$ cat config.mk
export PLATFORM = sky130hd
export DESIGN_NAME = ref_loss_monitor
export DESIGN_NICKNAME = d
export VERILOG_FILES = /design/src/rtl/lor_mon_pkg.sv /design/src/rtl/lor_window_fsm.sv /design/src/rtl/lor_miss_counter.sv /design/src/rtl/lor_flag_fsm.sv /design/src/rtl/ref_loss_monitor.sv
export SDC_FILE = /design/constraint.sdc
export NUM_CORES = 1
export LEC_CHECK = 0
export ABC_AREA = 0
export BUFFER_PORTS_ARGS = -buffer_cell sky130_fd_sc_hd__buf_2
export CAP_MARGIN = 20
export CORE_AREA = 2 2 39 41
export CTS_CLUSTER_DIAMETER = 40
export CTS_CLUSTER_SIZE = 12
export DETAILED_ROUTE_END_ITERATION = 12
export DIE_AREA = 0 0 41 43
export GPL_ROUTABILITY_DRIVEN = 0
export HOLD_SLACK_MARGIN = 0.05
export PLACE_DENSITY_LB_ADDON = 0.15
export REMOVE_ABC_BUFFERS = 1
export SLEW_MARGIN = 20
export SYNTH_ARGS = -nofsm -noshare
export SYNTH_HDL_FRONTEND = slang
export SYNTH_HIERARCHICAL = 1
export SYNTH_SLANG_ARGS = --single-unit
$ cat constraint.sdc
create_clock -name clk -period 5.7 [get_ports clk]
set_clock_uncertainty 0.2 [all_clocks]
set_input_delay 0 -clock clk [delete_from_list [all_inputs] [get_ports clk]]
set_output_delay 0 -clock clk [all_outputs]
set_load 0.01 [all_outputs]
$ cat src/rtl/lor_mon_pkg.sv
package lor_mon_pkg;
    typedef enum logic {
        WIN_EMPTY = 1'b0,
        WIN_HIT   = 1'b1
    } win_state_e;

    typedef enum logic {
        LOR_CLEAR = 1'b0,
        LOR_LOST  = 1'b1
    } lor_state_e;
endpackage

$ cat src/rtl/lor_window_fsm.sv
module lor_window_fsm
    import lor_mon_pkg::*;
(
    input  logic clk,
    input  logic rst,
    input  logic ref_pulse,
    input  logic fb_tick,
    output logic win_present
);
    win_state_e state_q, state_d;

    // next-state logic: mark on a pulse, close on every feedback strobe
    always_comb begin
        state_d = state_q;
        unique case (state_q)
            WIN_EMPTY: if (fb_tick)        state_d = WIN_EMPTY;
                       else if (ref_pulse) state_d = WIN_HIT;
            WIN_HIT:   if (fb_tick)        state_d = WIN_EMPTY;
        endcase
    end

    always_ff @(posedge clk) begin
        if (rst) state_q <= WIN_EMPTY;
        else     state_q <= state_d;
    end

    // output: window holds a pulse if one was latched or one arrives now
    always_comb begin
        win_present = ref_pulse || (state_q == WIN_HIT);
    end

    AST_WIN_CLOSE: assert property (@(posedge clk) disable iff (rst)
        fb_tick |=> state_q == WIN_EMPTY);
    AST_WIN_MARK: assert property (@(posedge clk) disable iff (rst)
        (ref_pulse && !fb_tick) |=> state_q == WIN_HIT);
    AST_WIN_RESET: assert property (@(posedge clk)
        rst |=> state_q == WIN_EMPTY);
endmodule

$ cat src/rtl/lor_miss_counter.sv
module lor_miss_counter #(
    parameter int CNT_W = 5
) (
    input  logic             clk,
    input  logic             rst,
    input  logic             fb_tick,
    input  logic             win_present,
    output logic [CNT_W-1:0] cnt_q,
    output logic [CNT_W-1:0] cnt_d
);
    localparam logic [CNT_W-1:0] CNT_MAX = '1;

    always_comb begin
        cnt_d = cnt_q;
        if (fb_tick) begin
            if (win_present)          cnt_d = '0;
            else if (cnt_q != CNT_MAX) cnt_d = cnt_q + CNT_W'(1);
        end
    end

    always_ff @(posedge clk) begin
        if (rst) cnt_q <= '0;
        else     cnt_q <= cnt_d;
    end

    AST_CNT_HOLD: assert property (@(posedge clk) disable iff (rst)
        !fb_tick |=> $stable(cnt_q));
    AST_CNT_STEP: assert property (@(posedge clk) disable iff (rst)
        (fb_tick && !win_present && cnt_q != CNT_MAX)
        |=> cnt_q == $past(cnt_q) + CNT_W'(1));
    AST_CNT_CLEAR: assert property (@(posedge clk) disable iff (rst)
        (fb_tick && win_present) |=> cnt_q == '0);
    AST_NO_OVERFLOW: assert property (@(posedge clk) disable iff (rst)
        (cnt_q == CNT_MAX && !win_present) |=> cnt_q == CNT_MAX);
    AST_CNT_RESET: assert property (@(posedge clk)
        rst |=> cnt_q == '0);
endmodule

$ cat src/rtl/lor_flag_fsm.sv
module lor_flag_fsm
    import lor_mon_pkg::*;
#(
    parameter int THR_W = 4,
    parameter int CNT_W = THR_W + 1
) (
    input  logic             clk,
    input  logic             rst,
    input  logic [CNT_W-1:0] cnt_d,
    input  logic [THR_W-1:0] thresh,
    input  logic             rail_lo,
    input  logic             rail_hi,
    output logic             lor
);
    lor_state_e state_q, state_d;
    logic       trip;

    always_comb begin
        trip    = rail_lo || rail_hi || (cnt_d > CNT_W'(thresh));
        state_d = state_q;
        unique case (state_q)
            LOR_CLEAR: if (trip)  state_d = LOR_LOST;
            LOR_LOST:  if (!trip) state_d = LOR_CLEAR;
        endcase
    end

    always_ff @(posedge clk) begin
        if (rst) state_q <= LOR_CLEAR;
        else     state_q <= state_d;
    end

    always_comb begin
        lor = (state_q == LOR_LOST);
    end

    AST_RAIL_FORCE: assert property (@(posedge clk) disable iff (rst)
        (rail_lo || rail_hi) |=> lor);
    AST_LOR_RESET: assert property (@(posedge clk)
        rst |=> !lor);
endmodule

$ cat src/rtl/ref_loss_monitor.sv
module ref_loss_monitor #(
    parameter int THR_W = 4
) (
    input  logic             clk,
    input  logic             rst,
    input  logic             ref_pulse,
    input  logic             fb_tick,
    input  logic [THR_W-1:0] thresh,
    input  logic             rail_lo,
    input  logic             rail_hi,
    output logic             lor
);
    localparam int CNT_W = THR_W + 1;

    logic             win_present;
    logic [CNT_W-1:0] cnt_q;
    logic [CNT_W-1:0] cnt_d;

    lor_window_fsm u_window (
        .clk         (clk),
        .rst         (rst),
        .ref_pulse   (ref_pulse),
        .fb_tick     (fb_tick),
        .win_present (win_present)
    );

    lor_miss_counter #(.CNT_W(CNT_W)) u_count (
        .clk         (clk),
        .rst         (rst),
        .fb_tick     (fb_tick),
        .win_present (win_present),
        .cnt_q       (cnt_q),
        .cnt_d       (cnt_d)
    );

    lor_flag_fsm #(.THR_W(THR_W), .CNT_W(CNT_W)) u_flag (
        .clk     (clk),
        .rst     (rst),
        .cnt_d   (cnt_d),
        .thresh  (thresh),
        .rail_lo (rail_lo),
        .rail_hi (rail_hi),
        .lor     (lor)
    );

    AST_LOR_RECOVER: assert property (@(posedge clk) disable iff (rst)
        (fb_tick && ref_pulse && !rail_lo && !rail_hi) |=> !lor);
    AST_LOR_TRIP: assert property (@(posedge clk) disable iff (rst)
        (fb_tick && !win_present && cnt_q >= CNT_W'(thresh)) |=> lor);
endmodule

==> summary.md, run 1 <==
| Metric | Value |
|---|---|
| Fraction of registers with async set/reset | 0% |
| All-layer global routing usage | 13.18% |
| Total number of vias | 449 |
| Status | complete, no violations |
| Post-Place Cells | 78 |
| Diode count | 0 |
| Critical path endpoint category | flip-flop |
| Antenna-violating nets left | 0 |
| CTS tree | done |
| CTS root buffer | clkbuf_4 |
| Starting Density | 33.54% |
| Synth top cells by count | dfxtp_1, a21oi_1, ha_1, inv_1, nor2b_1 |
| Initial antenna violation count | 0 |
| FILL cells | 153 |
| Yosys top cell by area | dfxtp_1 |
| Area occupied by multi-input gates | 300.3 um2 |
| Port buffer count | 10 |
| Power Total | 0.1133 mW |
| Core box area | 1384 um2 |
| Max frequency | 0.3131 GHz |
| Ratio of cells with drive above 1 in the final layout | 22.54% |
| Reg area | 140.1 um2 |
| Final non-filler cell total | 87 |
| Top cells by area, synth | dfxtp_1, ha_1, a21oi_1, nor2b_1, inv_1 |
| Clock Pin Slew Worst Setup and Hold Paths | 0.05 ns |
| Die area | 1763 um2 |
| # IOs | 11 |
| Number of global-route vias before repair | 395 |
| P&R area growth vs syn | 30.46% |
| Req. time, crit path | 5.63 ns |
| Sink Count | 7 |
| Depth of the CTS H-tree | 1 |
| Final net count | 87 |
| Slew Limit Fails | 0 |
| Largest net degree at the start of global routing | 14 |
| Arrival @ worst endpoint | 3.12 ns |
| Clk Latency, worst-skew pair | 0.24 ns |
| Total gr overflow | 0 |
| Starting DRT DRC Count | 9 |
| Post-synth top area share | 30.19% |
| Unrepaired setup endpoints after global routing | no |
| Clock buffer depth | 2 |
| DR WL/cell | 10.63 um |
| Mapped cell area | 464.2 um2 |
| Worst Setup Start Kind | flip-flop |
| Worst slew margin | 75.90% |
| Yosys reg bits | 7 |
| Cell with the most instances after synthesis | dfxtp_1 |
| Final Cycle Share | 56.04% |
| Seq/Total Area, Yosys | 30.19% |
| Die Y | 43 um |
| Cell leakage power | 0.2590 nW |
| Via density | 5.161 |
| Buffer count from post-CTS setup fixing | 0 |
| Syn avg cell area | 8.758 um2 |
| Cell count after synthesis | 53 |
| Max-Cap Viols | 0 |
| Post-Route WL | 925 um |
| Crit Path Category | reg2reg |
| Die width | 41 um |
| Min-Delay Path Class | in2reg |
| R2r setup slk | 2.51 ns |
| Final setup violation count | 0 |
| First-pass GRT wire length | 1.552 mm |
| Tmin final | 3.194 ns |
| Post-synth EDFFs | 0 |
| Hold WS | 0.05585 ns |
| Yosys warnings | 6 |
| Worst-path fanout max | 5 |
| Site Rows | 14 |
| Synth unique cells | 24 |
| Setup TNS | 0 ns |
| Slew @ Worst Pin | 0.3587 ns |
| Worst ir drop on vdd | 0.07607 mV |
| Top_reg_cell synth | dfxtp_1 |
| TritonCTS buffer count | 3 |
| Drc violations | 0 |
| Power per Cell Area | 187.2 nW/um2 |
| Number of detailed-route iterations in the first pass | 4 |
| Fin. Hold Viols | 0 |
| DPL Wire Length | 696.7 um |
cells by family after synthesis:
kind of cell | share of synthesized area (%)
and+or+nand+nor | 25.88
AOI/OAI and AO/OA | 25.34
adders and majority gates | 13.48
DFF | 30.19
buffers and inverters | 5.121
area by class of cell:
class                   instances  area share, %
clock buffers                   4          4.339
inverters                       5          3.099
multi-input cells              40          49.59
flip-flops and latches          7          23.14
well taps                      16          3.306
repair buffers                 15          16.53
sequential cells by signal, indices dropped and copies added, names as in the netlist:
register          flops
u_flag/lor            1
u_window/state_q      1
u_count/cnt_q         5
routing by layer:
metal	routed length (um)	vias up	global-route usage (%)
li1	-	243	-
met5	0	-	0
met3	45	2	3.141
met4	14	0	8.000
met1	462	192	17.15
met2	402	12	18.75
worst max-delay path, cell delays in order (launching register included):
cell and delay (ns):
dfxtp_1 0.35, ha_1 0.27, and4_1 0.22, nor3_1 0.34, a211oi_1 0.12, ha_1 0.20, nor4_1 0.20, dlygate4sd3_1 0.58
a31oi_1 0.06, dlygate4sd3_1 0.55
placed cells by master, fill, tap and decap left out:
cell type / synthesis / final
nand4_1: 1 / 1
inv_1: 5 / 5
a31o_2: 1 / 1
or2_1: 1 / 1
a211oi_1: 2 / 2
clkbuf_1: 0 / 1
and4_1: 1 / 1
a2111oi_2: 1 / 1
buf_2: 1 / 10
nor4b_1: 1 / 1
a41oi_1: 2 / 2
a41o_2: 1 / 1
nand4b_1: 1 / 1
nor4_1: 1 / 1
nor2b_1: 4 / 4
dlygate4sd3_1: 0 / 5
nand3_1: 2 / 2
nor3b_1: 2 / 2
or3b_1: 1 / 1
dfxtp_1: 7 / 7
nand2_1: 3 / 3
o211ai_1: 1 / 1
nor3_1: 1 / 1
a31oi_1: 2 / 2
clkbuf_4: 0 / 3
a21oi_1: 6 / 6
ha_1: 5 / 5
metrics by stage:
step           instance area [um2]  setup WS (ns)  utilization [%]
2_1_floorplan                459.2          3.498                -
3_3_place_gp                 529.3          3.304            38.25
3_5_place_dp                 529.3          3.281            38.25
4_1_cts                      605.6          2.491            43.76
5_1_grt                      605.6          2.307            43.76
6_report                     605.6          2.506            43.76
timing repair:
action                    in CTS  in global routing
hold endpoints to repair       7                  0
hold buffers                   5                  0
gates resized for setup        0                  0
final timing paths:
| path | from | end | cells after the start |
|---|---|---|---|
| worst max-delay path | u_count/cnt_q[0] | u_flag/lor | 9 |
| worst min-delay path | ref_pulse | u_count/cnt_q[3] | 3 |
| worst max register to register | u_count/cnt_q[0] | u_flag/lor | 9 |
| worst min register to register | u_count/cnt_q[0] | u_count/cnt_q[0] | 2 |
power breakdown:
group	total (mW)	switching [mW]	internal, mW
Sequential	0.0517	0.00106	0.0506
Combinational	0.0191	0.00905	0.0101
Clock	0.0425	0.0160	0.0266
Total	0.113	0.0261	0.0873
(Power assumes the default switching activity.)
==> run 2, diff against run 1 <==
Clock period 5.7 ns to 2.8 ns, I/O delays scaled along.
==> run 2 against run 1 <==
Effect of this change: first-iteration DRC count shrank 44%; cell count unchanged; clock-buffer cell count unchanged; sequential share of layout area down 0.19 points; highest routed layer unchanged; total power rose by 110%; global-route usage grew 2.3 points; utilization up 0.36 points; worst setup slack worse by 2.3 ns; flip-flop and latch count stayed put; sequential power grew 100%; largest power group unchanged.
==> summary.md, run 2 (synthesized netlist as in run 1, its figures left out) <==
| Metric | Value |
|---|---|
| Biggest register | u_count/cnt_q (unchanged) |
| Met2 Use GR | 25.94% (was 18.75%) |
| Number of detailed-route iterations in the first pass | 2 (was 4) |
| GR Util met3 | 3.141% (unchanged) |
| Cell leakage power | 0.2585 nW (was 0.2590 nW) |
| Int Pwr | 0.1774 mW (was 0.08726 mW) |
| Worst-path fanout max | 5 (unchanged) |
| Worst ir drop on vdd | 0.1428 mV (was 0.07607 mV) |
| Die Y | 43 um (unchanged) |
| GR Util met1 | 17.26% (was 17.15%) |
| Req. time, crit path | 2.73 ns (was 5.63 ns) |
| Most frequent cells in the layout | buf_2, dfxtp_1, a21oi_1 (unchanged) |
| NetSw | 0.05862 mW (was 0.02607 mW) |
| CTS root buffer | clkbuf_4 (unchanged) |
| Clock Pin Slew Worst Setup and Hold Paths | 0.06 ns (was 0.05 ns) |
| Most common cell after layout, fill and taps aside | buf_2 (unchanged) |
| Hold path depth | 3 (unchanged) |
| P&R area growth vs syn | 31.54% (was 30.46%) |
| Min-Delay Path Class | in2reg (unchanged) |
| Crit Path Category | reg2reg (unchanged) |
| Post-Route WL | 1.060 mm (was 925 um) |
| Die width | 41 um (unchanged) |
| Total gr overflow | 0 (unchanged) |
| Slew Limit Fails | 0 (unchanged) |
| Ratio of cells with drive above 1 in the final layout | 23.94% (was 22.54%) |
| Sink Count | 7 (unchanged) |
| Clk Latency, worst-skew pair | 0.25 ns (was 0.24 ns) |
| DR WL/cell | 12.18 um (was 10.63 um) |
| Setup TNS | 0 ns (unchanged) |
| Initial antenna violation count | 0 (unchanged) |
| Port buffer count | 10 (unchanged) |
| Worst reg2reg startpoint | u_count/cnt_q[0] (unchanged) |
| Max frequency | 0.3905 GHz (was 0.3131 GHz) |
| FILL cells | 144 (was 153) |
| Total number of vias | 460 (was 449) |
| Worst Hold Path EP | u_count/cnt_q[3] (unchanged) |
| First-pass GRT wire length | 1.876 mm (was 1.552 mm) |
| Die area | 1763 um2 (unchanged) |
| Unrepaired setup endpoints after global routing | no (unchanged) |
| R2R cell count | 8 (was 9) |
| Via density | 5.287 (was 5.161) |
| Final Cycle Share | 91.46% (was 56.04%) |
| Arrival @ worst endpoint | 2.49 ns (was 3.12 ns) |
| Worst hold path startpoint | ref_pulse (unchanged) |
| Max-Cap Viols | 0 (unchanged) |
| Slew @ Worst Pin | 0.3012 ns (was 0.3587 ns) |
| Depth of the CTS H-tree | 1 (unchanged) |
| R2R Path End | u_flag/lor (unchanged) |
| Clock buffer depth | 2 (unchanged) |
| Largest net degree at the start of global routing | 14 (unchanged) |
| Status | complete, no violations (unchanged) |
| Sw Ratio | 24.83% (was 23.00%) |
| Final net count | 87 (unchanged) |
| # IOs | 11 (unchanged) |
| Fin. Hold Viols | 0 (unchanged) |
| Share of power burned in registers | 44.4% (was 45.6%) |
| Tmin final | 2.561 ns (was 3.194 ns) |
| Site Rows | 14 (unchanged) |
| Final setup violation count | 0 (unchanged) |
| Drc violations | 0 (unchanged) |
| Worst slew margin | 79.65% (was 75.90%) |
| DPL Wire Length | 797.9 um (was 696.7 um) |
| TritonCTS buffer count | 3 (unchanged) |
| Starting DRT DRC Count | 5 (was 9) |
| Combinational share of power | 16.7% (was 16.9%) |
| Clk network pwr share | 38.9% (was 37.5%) |
| Final setup margin | 0.2391 ns (was 2.506 ns) |
| R2r setup slk | 0.24 ns (was 2.51 ns) |
| Antenna-violating nets left | 0 (unchanged) |
| CTS tree | done (unchanged) |
| Starting Density | 33.54% (unchanged) |
| Number of global-route vias before repair | 462 (was 395) |
| Max FFs per register | 5 (unchanged) |
| Power per Cell Area | 386.6 nW/um2 (was 187.2 nW/um2) |
| Busiest metal layer after global routing | met2 (unchanged) |
| Pre-CTS setup slack | 0.4141 ns (was 3.281 ns) |
| Worst Setup Start Kind | flip-flop (unchanged) |
| Critical path endpoint category | flip-flop (unchanged) |
| Core box area | 1384 um2 (unchanged) |
| Diode count | 0 (unchanged) |
| All-layer global routing usage | 15.52% (was 13.18%) |
[run 2: timing repair]
item,in CTS,in global routing
resized for setup,0,1
hold buffers,5,0
hold endpoints to repair,7,0
setup buffers,0,0
setup endpoints to repair,0,1
[run 2: metrics by stage]
stage	instances	power (mW)	util, %	hold WS (ns)	cell area [um2]
CTS	87	0.2397	43.76	0.05854	605.6
detailed placement	78	0.1411	38.25	0.09042	529.3
floorplan	52	0.1253	-	-0.1309	459.2
finish	87	0.2361	44.12	0.06398	610.6
global route	87	0.2511	44.12	0.08323	610.6
global placement	78	0.1415	38.25	0.08922	529.3
[run 2: worst max-delay path: stages (launching register included)]
cell and delay, ns:
dfxtp_1 0.34, ha_1 0.27, and4_1 0.24, nor3_2 0.24
a211oi_1 0.09, ha_1 0.20, nor4_1 0.20, dlygate4sd3_1 0.58
a31oi_1 0.08
[run 2: layer usage]
layer | up-vias | wire [um]
li1 | 241 | -
met1 | 207 | 480
met2 | 10 | 541
met3 | 2 | 30
met4 | 0 | 7
met5 | - | 0
[run 2: area by class of cell]
cell class | instances | area, um2 | share of cell area [%]
Inverter | 5 | 18.77 | 3.074
Timing Repair Buffer | 15 | 100.1 | 16.39
Sequential cell | 7 | 140.1 | 22.95
Multi-Input combinational cell | 40 | 305.3 | 50.00
Clock buffer | 4 | 26.28 | 4.303
Tap cell | 16 | 20.02 | 3.279
[run 2: how the worst max path moves through the flow]
stage,start,to,slack [ns],cells past startpoint
finish,u_count/cnt_q[0],u_flag/lor,0.24,8
global route,u_count/cnt_q[0],u_flag/lor,0.02,8
CTS,u_count/cnt_q[0],u_flag/lor,0.17,8
detailed placement,u_count/cnt_q[0],u_flag/lor,0.41,8
global placement,u_count/cnt_q[0],u_flag/lor,0.42,8
floorplan,u_count/cnt_q[0],u_flag/lor,0.60,8
[run 2: power by group through the flow]
stage | logic, mW | registers (mW) | clock network (mW)
2_1_floorplan | 0.0181 | 0.107 | 0
3_3_place_gp | 0.0347 | 0.107 | 0
3_5_place_dp | 0.0341 | 0.107 | 0
4_1_cts | 0.0397 | 0.105 | 0.0951
5_1_grt | 0.0446 | 0.105 | 0.101
6_report | 0.0394 | 0.105 | 0.0919
==> run 3, diff against run 2 <==
Settings changed: CELL_PAD_IN_SITES_DETAIL_PLACEMENT set to 0, CELL_PAD_IN_SITES_GLOBAL_PLACEMENT set to 2, CORE_AREA 2 2 39 41 to unset, CORE_MARGIN set to 2, CORE_UTILIZATION set to 26, DIE_AREA 0 0 41 43 to unset.
==> run 3 against run 2 <==
Effect of this change: cell area up 3.5%; total power up 1.4%; via count up 2.2%; critical path type unchanged; largest cell class unchanged.
==> summary.md, run 3 (synthesized netlist as in run 1, its figures left out) <==
| Metric | Value |
|---|---|
| Sink Count | 7 (unchanged) |
| Slew @ Worst Pin | 0.3030 ns (was 0.3012 ns) |
| Min-Delay Path Class | in2reg (unchanged) |
| Port buffer count | 10 (unchanged) |
| DPL Wire Length | 784 um (was 797.9 um) |
| Power per Cell Area | 378.9 nW/um2 (was 386.6 nW/um2) |
| Buffer count from post-CTS setup fixing | 0 (unchanged) |
| Most numerous cell on the critical path | ha_1 (unchanged) |
| Total gr overflow | 0 (unchanged) |
| Biggest register | u_count/cnt_q (unchanged) |
| Clock Pin Slew Worst Setup and Hold Paths | 0.05 ns (was 0.06 ns) |
| Final setup margin | 0.2113 ns (was 0.2391 ns) |
| Largest net degree at the start of global routing | 14 (unchanged) |
| Drc violations | 0 (unchanged) |
| Worst slew margin | 79.80% (was 79.65%) |
| Final design utilization | 37.00% (was 44.12%) |
| Die area | 2140 um2 (was 1763 um2) |
| Final Cycle Share | 92.46% (was 91.46%) |
| Via density | 4.845 (was 5.287) |
| Starting Density | 27.18% (was 33.54%) |
| CP Cell Sequence | ha_1, and4_1, nor3_2, a211oi_1, ha_1, nor4_1, dlygate4sd3_1, a31oi_1 (unchanged) |
| Depth of the CTS H-tree | 1 (unchanged) |
| Clk Latency, worst-skew pair | 0.25 ns (about the same) |
| CTS tree | done (unchanged) |
| Antenna-violating nets left | 0 (unchanged) |
| Core box area | 1708 um2 (was 1384 um2) |
| Final net count | 88 (was 87) |
| CTS root buffer | clkbuf_4 (unchanged) |
| Crit Path Category | reg2reg (unchanged) |
| Critical path endpoint category | flip-flop (unchanged) |
| Die width | 46.26 um (was 41 um) |
| Max-Cap Viols | 0 (unchanged) |
| # IOs | 11 (unchanged) |
| Most frequent cells in the layout | buf_2, dfxtp_1, dlygate4sd3_1, a21oi_1 (was buf_2, dfxtp_1, a21oi_1) |
| Max FFs per register | 5 (unchanged) |
| Req. time, crit path | 2.74 ns (was 2.73 ns) |
| Final setup violation count | 0 (unchanged) |
| FILL cells | 181 (was 144) |
| Fin. Hold Viols | 0 (unchanged) |
| Setup TNS | 0 ns (unchanged) |
| Most common cell after layout, fill and taps aside | buf_2 (unchanged) |
| Clock buffer depth | 2 (unchanged) |
| Starting DRT DRC Count | 6 (was 5) |
| Arrival @ worst endpoint | 2.53 ns (was 2.49 ns) |
| First-pass GRT wire length | 1.918 mm (was 1.876 mm) |
| DR WL/cell | 12.35 um (was 12.18 um) |
| CP top delay family | simple AND/OR/NAND/NOR gates (unchanged) |
| Tmin final | 2.589 ns (was 2.561 ns) |
| Ratio of cells with drive above 1 in the final layout | 23.61% (was 23.94%) |
| CP bufs+invs | 1 (unchanged) |
| Critical-path top delay cell | dlygate4sd3_1 (unchanged) |
| Initial antenna violation count | 0 (unchanged) |
| Total number of vias | 470 (was 460) |
| Number of global-route vias before repair | 481 (was 462) |
| TritonCTS buffer count | 3 (unchanged) |
| Unrepaired setup endpoints after global routing | no (unchanged) |
| P&R area growth vs syn | 36.12% (was 31.54%) |
| All-layer global routing usage | 12.79% (was 15.52%) |
| Die Y | 46.26 um (was 43 um) |
| Max frequency | 0.3863 GHz (was 0.3905 GHz) |
| Post-Route WL | 1.198 mm (was 1.060 mm) |
| Worst Setup Start Kind | flip-flop (unchanged) |
| Max incr delay on CP | 0.58 ns (about the same) |
| Worst ir drop on vdd | 0.2986 mV (was 0.1428 mV) |
| Slew Limit Fails | 0 (unchanged) |
| Diode count | 0 (unchanged) |
| Site Rows | 15 (was 14) |
| Pre-CTS setup slack | 0.3476 ns (was 0.4141 ns) |
| Status | complete, no violations (unchanged) |
| Worst-path fanout max | 5 (unchanged) |
| Cell leakage power | 0.2626 nW (was 0.2585 nW) |
| Number of detailed-route iterations in the first pass | 4 (was 2) |
[run 3: cell types whose count changed in the layout (fill, tap and decap cells not counted)]
cell / delta
dlygate4sd3_1: +1
[run 3: path summary, 6_finish.rpt]
path,slack (ns),from,end,depth (start not counted)
max,0.21,u_count/cnt_q[0],u_flag/lor,8
min,0.11,rail_lo,u_flag/lor,4
max reg2reg,0.21,u_count/cnt_q[0],u_flag/lor,8
min reg2reg,0.44,u_count/cnt_q[0],u_count/cnt_q[0],2
[run 3: where the power goes]
part	switching, mW	internal, mW	total (mW)	leakage (nW)
logic	0.0196	0.0212	0.0409	0.191
registers	0.00221	0.103	0.105	0.0571
clock network	0.0390	0.0545	0.0935	0.0150
total	0.0608	0.179	0.239	0.263
[run 3: cell type report]
type	instances	area (um2)	area share [%]
Sequential cell	7	140.1	22.18
Inverter	5	18.77	2.970
Clock buffer	4	26.28	4.158
Multi-Input combinational cell	40	305.3	48.32
Tap cell	25	31.28	4.950
Timing Repair Buffer	16	110.1	17.43
[run 3: what timing repair did]
action | CTS | global route
endpoints found under the hold margin | 7 | 0
hold buffers | 6 | 0
endpoints found under the setup margin | 0 | 1
gates resized for setup | 0 | 1
[run 3: routing by layer]
metal,up-vias,routed length [um],part of all wire [%],track usage [%]
met4,0,0,0,3.429
met5,-,0,0,0
met2,11,604,50,21.67
met3,0,46,3.8,4.706
met1,214,547,46,15.02
li1,245,-,-,-
[run 3: metrics by stage]
step | hold slack (ns) | total power, mW | instance area (um2) | instances
after global placement | 0.08632 | 0.1424 | 540.5 | 87
after floorplan | -0.1309 | 0.1253 | 459.2 | 52
final | 0.1092 | 0.2394 | 631.9 | 97
after CTS | 0.08240 | 0.2461 | 626.9 | 97
after global routing | 0.1234 | 0.2563 | 631.9 | 97
after detailed placement | 0.08413 | 0.1409 | 540.5 | 87
[run 3: worst min-delay path: cells and delay by family]
kind                   cells  cell delay, ns
buffers and inverters      1            0.09
AO/OA/AOI/OAI              2            0.39
AND/OR/NAND/NOR            1            0.05
